===== config.mk =====
export PLATFORM = sky130hd
export DESIGN_NAME = bp_match_unit
export DESIGN_NICKNAME = d
export VERILOG_FILES = /design/src/rtl/bp_pkg.sv /design/src/rtl/bp_cfg_decode.sv /design/src/rtl/bp_fetch_cmp.sv /design/src/rtl/bp_data_cmp.sv /design/src/rtl/bp_match_unit.sv
export SDC_FILE = /design/constraint.sdc
export NUM_CORES = 1
export LEC_CHECK = 0
export BUFFER_PORTS_ARGS = -buffer_cell sky130_fd_sc_hd__buf_2
export CORE_UTILIZATION = 55
export DETAILED_ROUTE_END_ITERATION = 7
export GPL_TIMING_DRIVEN = 0
export PLACE_DENSITY = 0.95
export SLEW_MARGIN = 20
export SYNTH_ARGS = -nofsm -noshare
export SYNTH_HDL_FRONTEND = slang
export SYNTH_SLANG_ARGS = --single-unit

===== constraint.sdc =====
create_clock -name vclk -period 5
set_input_delay 0.5 -clock vclk [all_inputs]
set_output_delay 0.5 -clock vclk [all_outputs]
set_load 0.02 [all_outputs]

===== src/rtl/bp_pkg.sv =====
package bp_pkg;
  localparam int CTRL_W  = 9;
  localparam int B_LD    = 0;
  localparam int B_ST    = 1;
  localparam int B_EX    = 2;
  localparam int B_PU    = 3;
  localparam int B_PS    = 4;
  localparam int B_PM    = 5;
  localparam int B_SZ    = 6;
  localparam int SZ_W    = 3;
  localparam int WIN_W   = 4;

  typedef enum logic [1:0] {
    PRIV_U   = 2'd0,
    PRIV_S   = 2'd1,
    PRIV_RSV = 2'd2,
    PRIV_M   = 2'd3
  } priv_e;

  function automatic logic [WIN_W-1:0] win_bytes(input logic [SZ_W-1:0] code);
    case (code)
      3'd1:    win_bytes = 4'd1;
      3'd2:    win_bytes = 4'd2;
      3'd3:    win_bytes = 4'd4;
      default: win_bytes = 4'd8;  // any-size and unsupported codes
    endcase
  endfunction
endpackage


===== src/rtl/bp_cfg_decode.sv =====
module bp_cfg_decode
  import bp_pkg::*;
(
  input  logic              clk_i,
  input  logic              rst_ni,
  input  logic [CTRL_W-1:0] ctrl_i,
  input  logic [1:0]        priv_i,
  output logic              en_o,
  output logic              ld_o,
  output logic              st_o,
  output logic              ex_o,
  output logic [WIN_W-1:0]  win_o
);
  logic       armed;
  logic       mode_ok;
  logic [2:0] pen;

  assign pen   = {ctrl_i[B_PM], ctrl_i[B_PS], ctrl_i[B_PU]};
  assign armed = (|pen) && (|ctrl_i[B_EX:B_LD]);

  always_comb begin
    case (priv_e'(priv_i))
      PRIV_U:  mode_ok = pen[0];
      PRIV_S:  mode_ok = pen[1];
      PRIV_M:  mode_ok = pen[2];
      default: mode_ok = 1'b0;
    endcase
  end

  assign en_o  = armed && mode_ok;
  assign ld_o  = ctrl_i[B_LD];
  assign st_o  = ctrl_i[B_ST];
  assign ex_o  = ctrl_i[B_EX];
  assign win_o = win_bytes(ctrl_i[B_SZ +: SZ_W]);

  assert_win_pow2_R5: assert property (@(posedge clk_i) disable iff (!rst_ni)
    $countones(win_o) == 1);
  assert_en_mode_R7: assert property (@(posedge clk_i) disable iff (!rst_ni)
    en_o |-> (priv_i != 2'd2));
endmodule


===== src/rtl/bp_fetch_cmp.sv =====
module bp_fetch_cmp #(
  parameter int XLEN = 32
) (
  input  logic            clk_i,
  input  logic            rst_ni,
  input  logic            en_i,
  input  logic            ex_i,
  input  logic [XLEN-1:0] taddr_i,
  input  logic            valid_i,
  input  logic [XLEN-1:0] addr_i,
  output logic            hit_o
);
  assign hit_o = en_i && ex_i && valid_i && (addr_i == taddr_i);

  assert_fetch_exact_R2: assert property (@(posedge clk_i) disable iff (!rst_ni)
    hit_o |-> (addr_i == taddr_i) && ex_i);
  assert_fetch_valid_R9: assert property (@(posedge clk_i) disable iff (!rst_ni)
    !valid_i |-> !hit_o);
endmodule


===== src/rtl/bp_data_cmp.sv =====
module bp_data_cmp
  import bp_pkg::*;
#(
  parameter int XLEN = 32
) (
  input  logic             clk_i,
  input  logic             rst_ni,
  input  logic             en_i,
  input  logic             ld_i,
  input  logic             st_i,
  input  logic [WIN_W-1:0] win_i,
  input  logic [XLEN-1:0]  taddr_i,
  input  logic             valid_i,
  input  logic [XLEN-1:0]  addr_i,
  input  logic [1:0]       size_i,
  input  logic             write_i,
  output logic             hit_o
);
  localparam int AW = XLEN + 1;  // one guard bit so window ends never wrap

  logic [AW-1:0]    a_lo, a_hi, t_lo, t_hi;
  logic [WIN_W-1:0] nbytes;
  logic             kind_ok, overlap;

  assign nbytes  = WIN_W'(1) << size_i;
  assign a_lo    = AW'(addr_i);
  assign a_hi    = a_lo + AW'(nbytes);
  assign t_lo    = AW'(taddr_i);
  assign t_hi    = t_lo + AW'(win_i);
  assign overlap = (a_lo < t_hi) && (t_lo < a_hi);
  assign kind_ok = write_i ? st_i : ld_i;
  assign hit_o   = en_i && valid_i && kind_ok && overlap;

  assert_store_kind_R3: assert property (@(posedge clk_i) disable iff (!rst_ni)
    (hit_o && write_i) |-> st_i);
  assert_load_kind_R3: assert property (@(posedge clk_i) disable iff (!rst_ni)
    (hit_o && !write_i) |-> ld_i);
  assert_data_valid_R9: assert property (@(posedge clk_i) disable iff (!rst_ni)
    !valid_i |-> !hit_o);
endmodule


===== src/rtl/bp_match_unit.sv =====
module bp_match_unit
  import bp_pkg::*;
#(
  parameter int XLEN     = 32,
  parameter int NUM_TRIG = 2
) (
  input  logic                       clk_i,
  input  logic                       rst_ni,
  input  logic [NUM_TRIG*CTRL_W-1:0] tctrl_i,
  input  logic [NUM_TRIG*XLEN-1:0]   taddr_i,
  input  logic [1:0]                 priv_i,
  input  logic                       fetch_valid_i,
  input  logic [XLEN-1:0]            fetch_addr_i,
  input  logic                       data_valid_i,
  input  logic [XLEN-1:0]            data_addr_i,
  input  logic [1:0]                 data_size_i,
  input  logic                       data_write_i,
  output logic [NUM_TRIG-1:0]        hit_o,
  output logic                       brk_o
);
  logic [NUM_TRIG-1:0] f_hit, d_hit;

  for (genvar i = 0; i < NUM_TRIG; i++) begin : g_trig
    logic             en, ld, st, ex;
    logic [WIN_W-1:0] win;
    logic [CTRL_W-1:0] ctrl;

    assign ctrl = tctrl_i[i*CTRL_W +: CTRL_W];

    bp_cfg_decode u_dec (
      .clk_i (clk_i), .rst_ni (rst_ni),
      .ctrl_i(ctrl), .priv_i(priv_i),
      .en_o  (en), .ld_o(ld), .st_o(st), .ex_o(ex), .win_o(win)
    );

    bp_fetch_cmp #(.XLEN(XLEN)) u_fcmp (
      .clk_i  (clk_i), .rst_ni(rst_ni),
      .en_i   (en), .ex_i(ex),
      .taddr_i(taddr_i[i*XLEN +: XLEN]),
      .valid_i(fetch_valid_i), .addr_i(fetch_addr_i),
      .hit_o  (f_hit[i])
    );

    bp_data_cmp #(.XLEN(XLEN)) u_dcmp (
      .clk_i  (clk_i), .rst_ni(rst_ni),
      .en_i   (en), .ld_i(ld), .st_i(st), .win_i(win),
      .taddr_i(taddr_i[i*XLEN +: XLEN]),
      .valid_i(data_valid_i), .addr_i(data_addr_i),
      .size_i (data_size_i), .write_i(data_write_i),
      .hit_o  (d_hit[i])
    );

    assert_armed_R1: assert property (@(posedge clk_i) disable iff (!rst_ni)
      hit_o[i] |-> ((|ctrl[B_PM:B_PU]) && (|ctrl[B_EX:B_LD])));
  end

  assign hit_o = f_hit | d_hit;
  assign brk_o = |hit_o;

  assert_no_hit_idle_R9: assert property (@(posedge clk_i) disable iff (!rst_ni)
    (!fetch_valid_i && !data_valid_i) |-> !brk_o);
  assert_priv_rsv_R7: assert property (@(posedge clk_i) disable iff (!rst_ni)
    (priv_i == 2'd2) |-> (hit_o == '0));
endmodule


* Word level (Yosys, flattened, before mapping)
Index checks and enable logic that the tools add are counted.
Word-level totals: flip-flop bits (word level) 0, bits of input ports 155, output and inout port bits 3, logic and storage cells 49
Operators by class: add/sub/neg operators 3, order comparisons 4, equality and inequality tests 10, shift operators 1, multiplexer cells 6, bitwise operators 1, reductions and logical operators 24
Operators by type and width (count):
- < comparator 32 x 33 -> 1 bit | 4
- adder 32 x 4 -> 33 bit | 3
- == test 32 bit | 2
- one-hot mux 4 bit (3 select lines) | 2
- logical AND 1 bit | 18
- == test 3 x 2 -> 1 bit, second input constant | 4
- OR reduction 3 bit | 4
- == test 3 x 1 -> 1 bit, second input constant | 2
- one-hot mux 1 bit (3 select lines) | 2
- << shifter 1 x 2 -> 4 bit, first input constant | 1
- == test 2 x 1 -> 1 bit, second input constant | 1
- == test 2 bit, second input constant | 1
- zero test 2 bit | 1
- two-way mux 1 bit | 2
- OR 2 bit | 1
- OR reduction 2 bit | 1

* Longest topological paths before layout
Gate-level depths: netlist of run 1.
depth in word-level cells 8, depth in mapped cells 18, depth with buffers taken out 18

* By module
From an unflattened synthesis of run 1, not the netlist that was laid out.
Second synthesis, totals: cells, all modules 811, area total of the unflattened synthesis 6337.3 um2
Modules (own cells, without submodules):
- bp_data_cmp (g_trig[0].u_dcmp) | instances 1, cells each 350, area each 2716.4 um2, seq. area each 0.0 um2
- bp_data_cmp (g_trig[1].u_dcmp) | instances 1, cells each 346, area each 2697.6 um2, seq. area each 0.0 um2
- bp_fetch_cmp | instances 2, cells each 44, area each 359.1 um2, seq. area each 0.0 um2
- bp_cfg_decode | instances 2, cells each 12, area each 92.6 um2, seq. area each 0.0 um2
- bp_match_unit | instances 1, cells each 3, area each 20.0 um2, seq. area each 0.0 um2

* Least setup slack after synthesis of run 1
Ideal clock, no wire load.
path type in2out, from input tctrl_i[8], to output brk_o, arrival 4.121 ns, slack 0.379 ns, cell stages on the path 16, cell sequence or3b_2 fa_1 nand2b_1 o2bb2ai_1 nor2_1 nand3_1 nor2_1 xnor2_1 ha_1 a211oi_1 nor2_1 a2111oi_0 nand4_1 a31oi_1 o2111ai_1 o21ai_1
On the way: cells in the longest elaborated chain, start to end 8, elaborated cells between the ends (all ways) 10, classes of those cells 1 x add/sub; 1 x order compare; 3 x eq/ne; 1 x mux; 1 x bitwise; 3 x reduce/logical
RTL lines:
- start: declaration | line bp_match_unit.sv:9 | input logic [NUM_TRIG*CTRL_W-1:0] tctrl_i,
- == test 3 x 2 -> 1 bit or == test 3 x 1 -> 1 bit (tied branches) | line bp_pkg.sv:21 | case (code)
- one-hot mux 4 bit (3 select lines) * | line bp_pkg.sv:21
- adder 32 x 4 -> 33 bit * | line bp_data_cmp.sv:29 | assign t_hi = t_lo + AW'(win_i);
- < comparator 32 x 33 -> 1 bit * | line bp_data_cmp.sv:30 | assign overlap = (a_lo < t_hi) && (t_lo < a_hi);
- logical AND 1 bit * | line bp_data_cmp.sv:30
- logical AND 1 bit * | line bp_data_cmp.sv:32 | assign hit_o = en_i && valid_i && kind_ok && overlap;
- OR 2 bit * | line bp_match_unit.sv:57 | assign hit_o = f_hit | d_hit;
- OR reduction 2 bit * | line bp_match_unit.sv:58 | assign brk_o = |hit_o;
- end: declaration | line bp_match_unit.sv:19 | output logic brk_o
Mark *: on every way between the ends. The rest lies on a longest branch, timed or not.

* Worst setup path in the final report of run 1
from input tctrl_i[8], to output hit_o[0]
On the way: cells in the longest elaborated chain, start to end 7, elaborated cells between the ends (all ways) 9, classes of those cells 1 x add/sub; 1 x order compare; 3 x eq/ne; 1 x mux; 1 x bitwise; 2 x reduce/logical
RTL lines:
- == test 3 x 2 -> 1 bit or == test 3 x 1 -> 1 bit (tied branches) | line bp_pkg.sv:21
- one-hot mux 4 bit (3 select lines) * | line bp_pkg.sv:21
- adder 32 x 4 -> 33 bit * | line bp_data_cmp.sv:29
- < comparator 32 x 33 -> 1 bit * | line bp_data_cmp.sv:30
- logical AND 1 bit * | line bp_data_cmp.sv:30
- logical AND 1 bit * | line bp_data_cmp.sv:32
- OR 2 bit * | line bp_match_unit.sv:57
- end: declaration | line bp_match_unit.sv:18 | output logic [NUM_TRIG-1:0] hit_o,
Marks and branches as above.

==> metrics.cfg, run 1 <==
[floorplanning]
die-area_um2 = 10500
die_h_um = 102
core-area_um2 = 9770
rows = 36
pin_count = 158
start_util_pct = 56.8
die_w_um = 102

[sta]
tightest_slew_ns = 0.857
drv_slew = 0
setup-violations-final = 0
fin_hold_ws_ns = 1.40
relSlewSlack_pct = 42.4
finalHoldViolations = 0
period_share_pct = 97.9
clock.fmax_mhz = 204
fin_crit_ns = 4.90

[logic_synthesis]
synth_simple_gate_area_share_pct = 25.9
synth_area_leader_cell = ha_1
synth_compound_gate_area_share_pct = 15.7
synth_top_family_by_area = adder cells
synth-adder-area-share_pct = 31.7
synthDominantCellAreaShare_pct = 30.7
synth_cells = 724
ys_types = 56
ys_warn_count = 0
yosysSeqAreaShare_pct = 0
synthMuxAreaShare_pct = 0.766
synthXorXnorAreaFrac_pct = 24.3
syn_nets = 1018
syn-cell-area_um2 = 5550
synth_area_leaders = ha_1 31%, xor2_1 14%, xnor2_1 9.9%
avgSynthCellArea_um2 = 7.67

[route]
drt-total-wl_mm = 18.9
drt.antenna.violating_nets = 0
wl_per_cell_um = 18.6
via_count = 6508
drt-vias-per-instance = 6.40
first_pass_iters = 6
drc_errors = 0
drt_iter0_markers = 464

[finish]
utilization_pct = 68.3
area_growth_pct = 20.3
drive_gt1_share_pct = 22.1
seq_cells = 0
fin_area_um2 = 6680
nets = 1180
register_area_um2 = 0
fillers = 809
diodes = 0
clock_buffers = 0

[place]
post_dp_cell_area_um2 = 6500
port_buffers = 156
place_congestion = 0.972
hpwlAfterDp_mm = 16.2

[pwr]
ir_drop_v = 0.0000634
p_leak_nw = 3.02
seqPwrFrac_pct = 0
powerDensity_nw_per_um2 = 85.9
intPower_w = 0.000240
sw_frac_of_total_pct = 58.2
p_clk_share_pct = 0
p_comb_share_pct = 100.0
p_sw_w = 0.000334

[global_routing]
grt_usage_pct = 34.4
overflow = 0
grt_pass1_vias = 6017
grt_max_degree = 8
grt_pass1_wl_mm = 28.4
grt_antenna_before_repair = 0

[setup_path]
arrival_ns = 4.40
cp-end-kind = output pin
crit_type = input port to output pin
slowest_stage = a2111oi_4
slowest_delay_ns = 0.43
path_cells = buf_2 > or3b_4 > inv_1 > ha_1 > a21o_1 > a21oi_1 > o21bai_2 > nand3_2 > nor2b_4 > buf_4 > nand3_1 > xor2_1 > ha_1 > a21o_1 > a2111oi_4 > nand4_1 > a31oi_2 > o2111ai_2 > o21ai_1 > buf_4
crit_fanout = 5
worstPathRequired_ns = 4.50
cp-start-kind = input port

[run_status]
status = finished, final reports clean

[clock_network]
cts_hold_repair.buffers = 0

[job]
maxCapViolCount = 0

[min_path]
hp-class = input port to output pin

timing repair:
item | in CTS | in global routing
pin swaps | 5 | 8
setup endpoints to repair | 3 | 3
gates resized for setup | 15 | 23
buffers inserted | 1 | 3
worst max-delay path, delay by kind of cell:
| family | cells | cell delay [ns] |
|---|---|---|
| buffers and inverters | 4 | 0.51 |
| AND/OR/NAND/NOR | 5 | 1.13 |
| adder cells (fa/ha/maj) | 2 | 0.32 |
| AO/OA/AOI/OAI | 8 | 1.78 |
| XOR/XNOR | 1 | 0.15 |
power groups by stage:
stage | clock (W) | sequential [W] | combinational [W]
after CTS | 0 | 0 | 0.000547
final | 0 | 0 | 0.000574
after global placement | 0 | 0 | 0.000514
after detailed placement | 0 | 0 | 0.000535
after global routing | 0 | 0 | 0.000627
after floorplan | 0 | 0 | 0.000308
per-stage QoR:
step | TNS (ns) | power [W] | std cells | worst slack, ns
floorplan | 0 | 0.000308 | 724 | 0.379
global placement | -1.62 | 0.000514 | 1013 | -0.791
detailed placement | -2.07 | 0.000535 | 1013 | -0.980
CTS | 0 | 0.000547 | 1014 | 0.0183
global route | -0.0664 | 0.000627 | 1017 | -0.0487
finish | 0 | 0.000574 | 1017 | 0.104
logic make-up (layout without fill, tap and decap cells):
kind of cell	Yosys count	count (layout)
adders and majority gates	139	139
and+or+nand+nor	266	266
xor gates and xnor gates	154	154
AOI/OAI and AO/OA	140	140
buffers and inverters	21	181
muxes	4	4
path summary, 6_finish.rpt:
check	startpoint	to	slack, ns	cells past startpoint
max	tctrl_i[8]	hit_o[0]	0.10	20
min	data_valid_i	brk_o	1.40	4
Yosys cell counts, types with 3 or more instances:
cell      count
inv_1        18
nand3_1      49
o21ai_1       3
o21ai_0      29
o21a_1        3
ha_1        136
nor3b_1       3
and3_1       15
a211oi_1      5
nor2_1       35
xnor2_1      63
nand4_1      39
and4_1       11
o211ai_1      4
o21bai_1      6
a21o_1       18
nand2b_1      4
xor2_1       91
nor4_1       11
fa_1          3
nor2b_1      12
a21oi_1      52
nand2_1      56
and2_1        4
nor3_1       13
layout make-up:
| class | count | area (µm²) | share of cell area, % |
|---|---|---|---|
| Buffer | 3 | 20.0 | 0.300 |
| Inverter | 18 | 67.6 | 1.01 |
| Multi-Input combinational cell | 703 | 5610 | 84.0 |
| Tap cell | 133 | 166 | 2.49 |
| Timing Repair Buffer | 160 | 816 | 12.2 |
routing by layer:
metal | wire length, µm | part of all wire, % | track usage (%)
met1 | 7150 | 38 | 42.0
met2 | 8900 | 47 | 59.2
met3 | 1800 | 9.5 | 3.08
met4 | 1090 | 5.8 | 19.0
met5 | 0 | 0 | 0
placed cells by master (no fill, tap or decap), types with 3 or more instances in the layout:
cell type	netlist	final
and4_1	11	11
o21ai_1	3	6
nor4_2	2	3
nor2b_1	12	10
o21bai_1	6	5
nand4_1	39	39
o21ai_0	29	24
ha_1	136	136
buf_4	0	6
a21oi_1	52	52
inv_1	18	18
and2_1	4	4
xnor2_1	63	63
a21o_1	18	18
and3_1	15	14
a211oi_1	5	4
buf_2	1	155
nor3_1	13	12
nor4_1	11	10
nand2b_1	4	4
xor2_1	91	91
nor2_1	35	31
nand3_1	49	47
nand2_1	56	56
o21a_1	3	3
o211ai_1	4	4
Note: power is estimated with default switching activity, not from simulation.
==> run 2, diff against run 1 <==
Settings changed: CORE_MARGIN set to 4.
==> metrics.cfg, run 2 (same netlist as run 1, synthesis figures left out) <==
[setup_path]
critical_path_buf_inv_count = 2  ; -2
worstPathRequired_ns = 4.50  ; about the same
slowest_stage = a2111oi_1
crit_type = input port to output pin
crit_fanout = 6  ; +1
cp-end-kind = output pin
path_cells = buf_2 > or3b_2 > fa_2 > nand2b_1 > o2bb2ai_4 > nor2b_1 > xnor2_1 > ha_1 > nand4_1 > a2111oi_1 > nor3_1 > o21ai_0 > a31oi_2 > o2111ai_2 > o21ai_1 > buf_4
slowest_delay_ns = 0.65  ; +0.22 ns
critPathLaunch = tctrl_i[8]
critPathTopFamily = compound AO/OA/AOI/OAI gates
arrival_ns = 4.55  ; +0.15 ns
cp-start-kind = input port

[place]
post_dp_cell_area_um2 = 6500  ; unchanged
place_congestion = 1.01  ; +3.5%
hpwlAfterDp_mm = 16.7  ; +3.3%
port_buffers = 156  ; unchanged

[finish]
clock_buffers = 0  ; unchanged
final_common_cell = buf_2
area_growth_pct = 21.0
fillers = 820  ; +1.4%
seq_cells = 0  ; unchanged
nets = 1182  ; +0.17%
final_cell_mix = 155 x buf_2, 136 x ha_1, 91 x xor2_1
fin_area_um2 = 6720  ; +0.56%
diodes = 0  ; unchanged
drive_gt1_share_pct = 22.7  ; +0.63 points
register_area_um2 = 0  ; unchanged

[route]
via_count = 6419  ; -1.4%
wl_per_cell_um = 19.0  ; +2.3%
drt-vias-per-instance = 6.30  ; -1.6%
wl_met1_mm = 7.26  ; +1.6%
routed-wl-met3_mm = 1.88  ; +4.2%
drt-total-wl_mm = 19.4  ; +2.5%
top_layer = met4
drt.antenna.violating_nets = 0  ; unchanged
first_pass_iters = 5  ; -1
dr_wl_met2_mm = 9.10  ; +2.3%
drt_iter0_markers = 461  ; -0.65%
drc_errors = 0  ; unchanged

[floorplanning]
rows = 36  ; unchanged
die_w_um = 108  ; +5.9%
pin_count = 158  ; unchanged
die-area_um2 = 11800  ; +12%
core-area_um2 = 9820  ; +0.46%
die_h_um = 108  ; +5.9%
start_util_pct = 56.5  ; -0.26 points

[global_routing]
grt_usage_pct = 31.5  ; -3.0 points
grt_pass1_vias = 6309  ; +4.9%
grt_max_degree = 8  ; unchanged
overflow = 0  ; unchanged
grt_pass1_wl_mm = 29.7  ; +4.7%
grt_antenna_before_repair = 0  ; unchanged

[sta]
fin_hold_ws_ns = 1.43  ; +0.0206 ns
fin_crit_ns = 5.05  ; +0.150 ns
layout_setup_ws_ns = -0.0463  ; -0.150 ns
relSlewSlack_pct = 53.5  ; +11 points
tightest_slew_ns = 0.694  ; -0.163 ns
clock.fmax_mhz = 198  ; -3.0%
setup-violations-final = 2  ; +2
drv_slew = 0  ; unchanged
period_share_pct = 101  ; +3.0 points
finalHoldViolations = 0  ; unchanged

[run_status]
violations = negative setup slack
status = complete, but fails checks

[pwr]
powerDensity_nw_per_um2 = 85.8  ; -0.19%
finalPower_w = 0.000576  ; +0.38%
p_leak_nw = 3.03  ; +0.38%
ir_drop_v = 0.0000660  ; +4.1%

[min_path]
hp-start = data_valid_i
hp-class = input port to output pin

[job]
maxCapViolCount = 0  ; unchanged

[clock_network]
cts_hold_repair.buffers = 0  ; unchanged

==> run 2: cell types whose count changed in the layout (fill, tap and decap cells not counted), moves of 2 or more <==
cell / before / now
a21oi_1: 52 / 49
a21oi_2: 0 / 3
buf_4: 6 / 8
o21ai_0: 24 / 27
o21ai_1: 6 / 4
==> run 2: where the power goes <==
part / internal, W / switching [W] / leakage, nW
registers: 0 / 0 / 0
clock network: 0 / 0 / 0
logic: 0.000241 / 0.000335 / 3.03
==> run 2: layer usage <==
layer | up-vias | GRT usage, %
li1 | 3034 | -
met1 | 2948 | 39.2
met2 | 347 | 53.9
met3 | 90 | 3.52
met4 | 0 | 14.9
met5 | - | 0
==> run 2: metrics by stage <==
stage                     std cells  worst slack, ns  util [%]  setup TNS, ns
after detailed placement       1013           -0.957      66.2          -1.96
after global placement         1013           -0.837      66.2          -1.67
final                          1019          -0.0463      68.4        -0.0717
after CTS                      1014           0.0187      66.8              0
after global routing           1019           -0.125      68.4         -0.245
after floorplan                 724            0.379         -              0
==> run 2: what timing repair did <==
| action | in CTS | in global routing |
|---|---|---|
| pin swaps | 3 | 9 |
| endpoints found under the setup margin | 3 | 3 |
| resized for setup | 13 | 26 |
| buffers inserted | 1 | 5 |
==> run 2: tightest hold or removal path, delay by kind of cell <==
kind                   cells  cell delay, ns
AOI/OAI and AO/OA          2            0.15
buffers and inverters      2            0.27
==> run 2: final timing paths <==
| path | depth (start not counted) | to | slack [ns] |
|---|---|---|---|
| min | 4 | hit_o[0] | 1.43 |
| max | 16 | brk_o | -0.05 |
==> run 2: cell type report <==
class              instances  area [µm²]  share of cell area, %
multi-input cells        703        5630                   83.8
repair buffers           162         831                   12.4
well taps                133         166                   2.48
inverters                 18        67.6                   1.01
plain buffers              3        20.0                  0.298
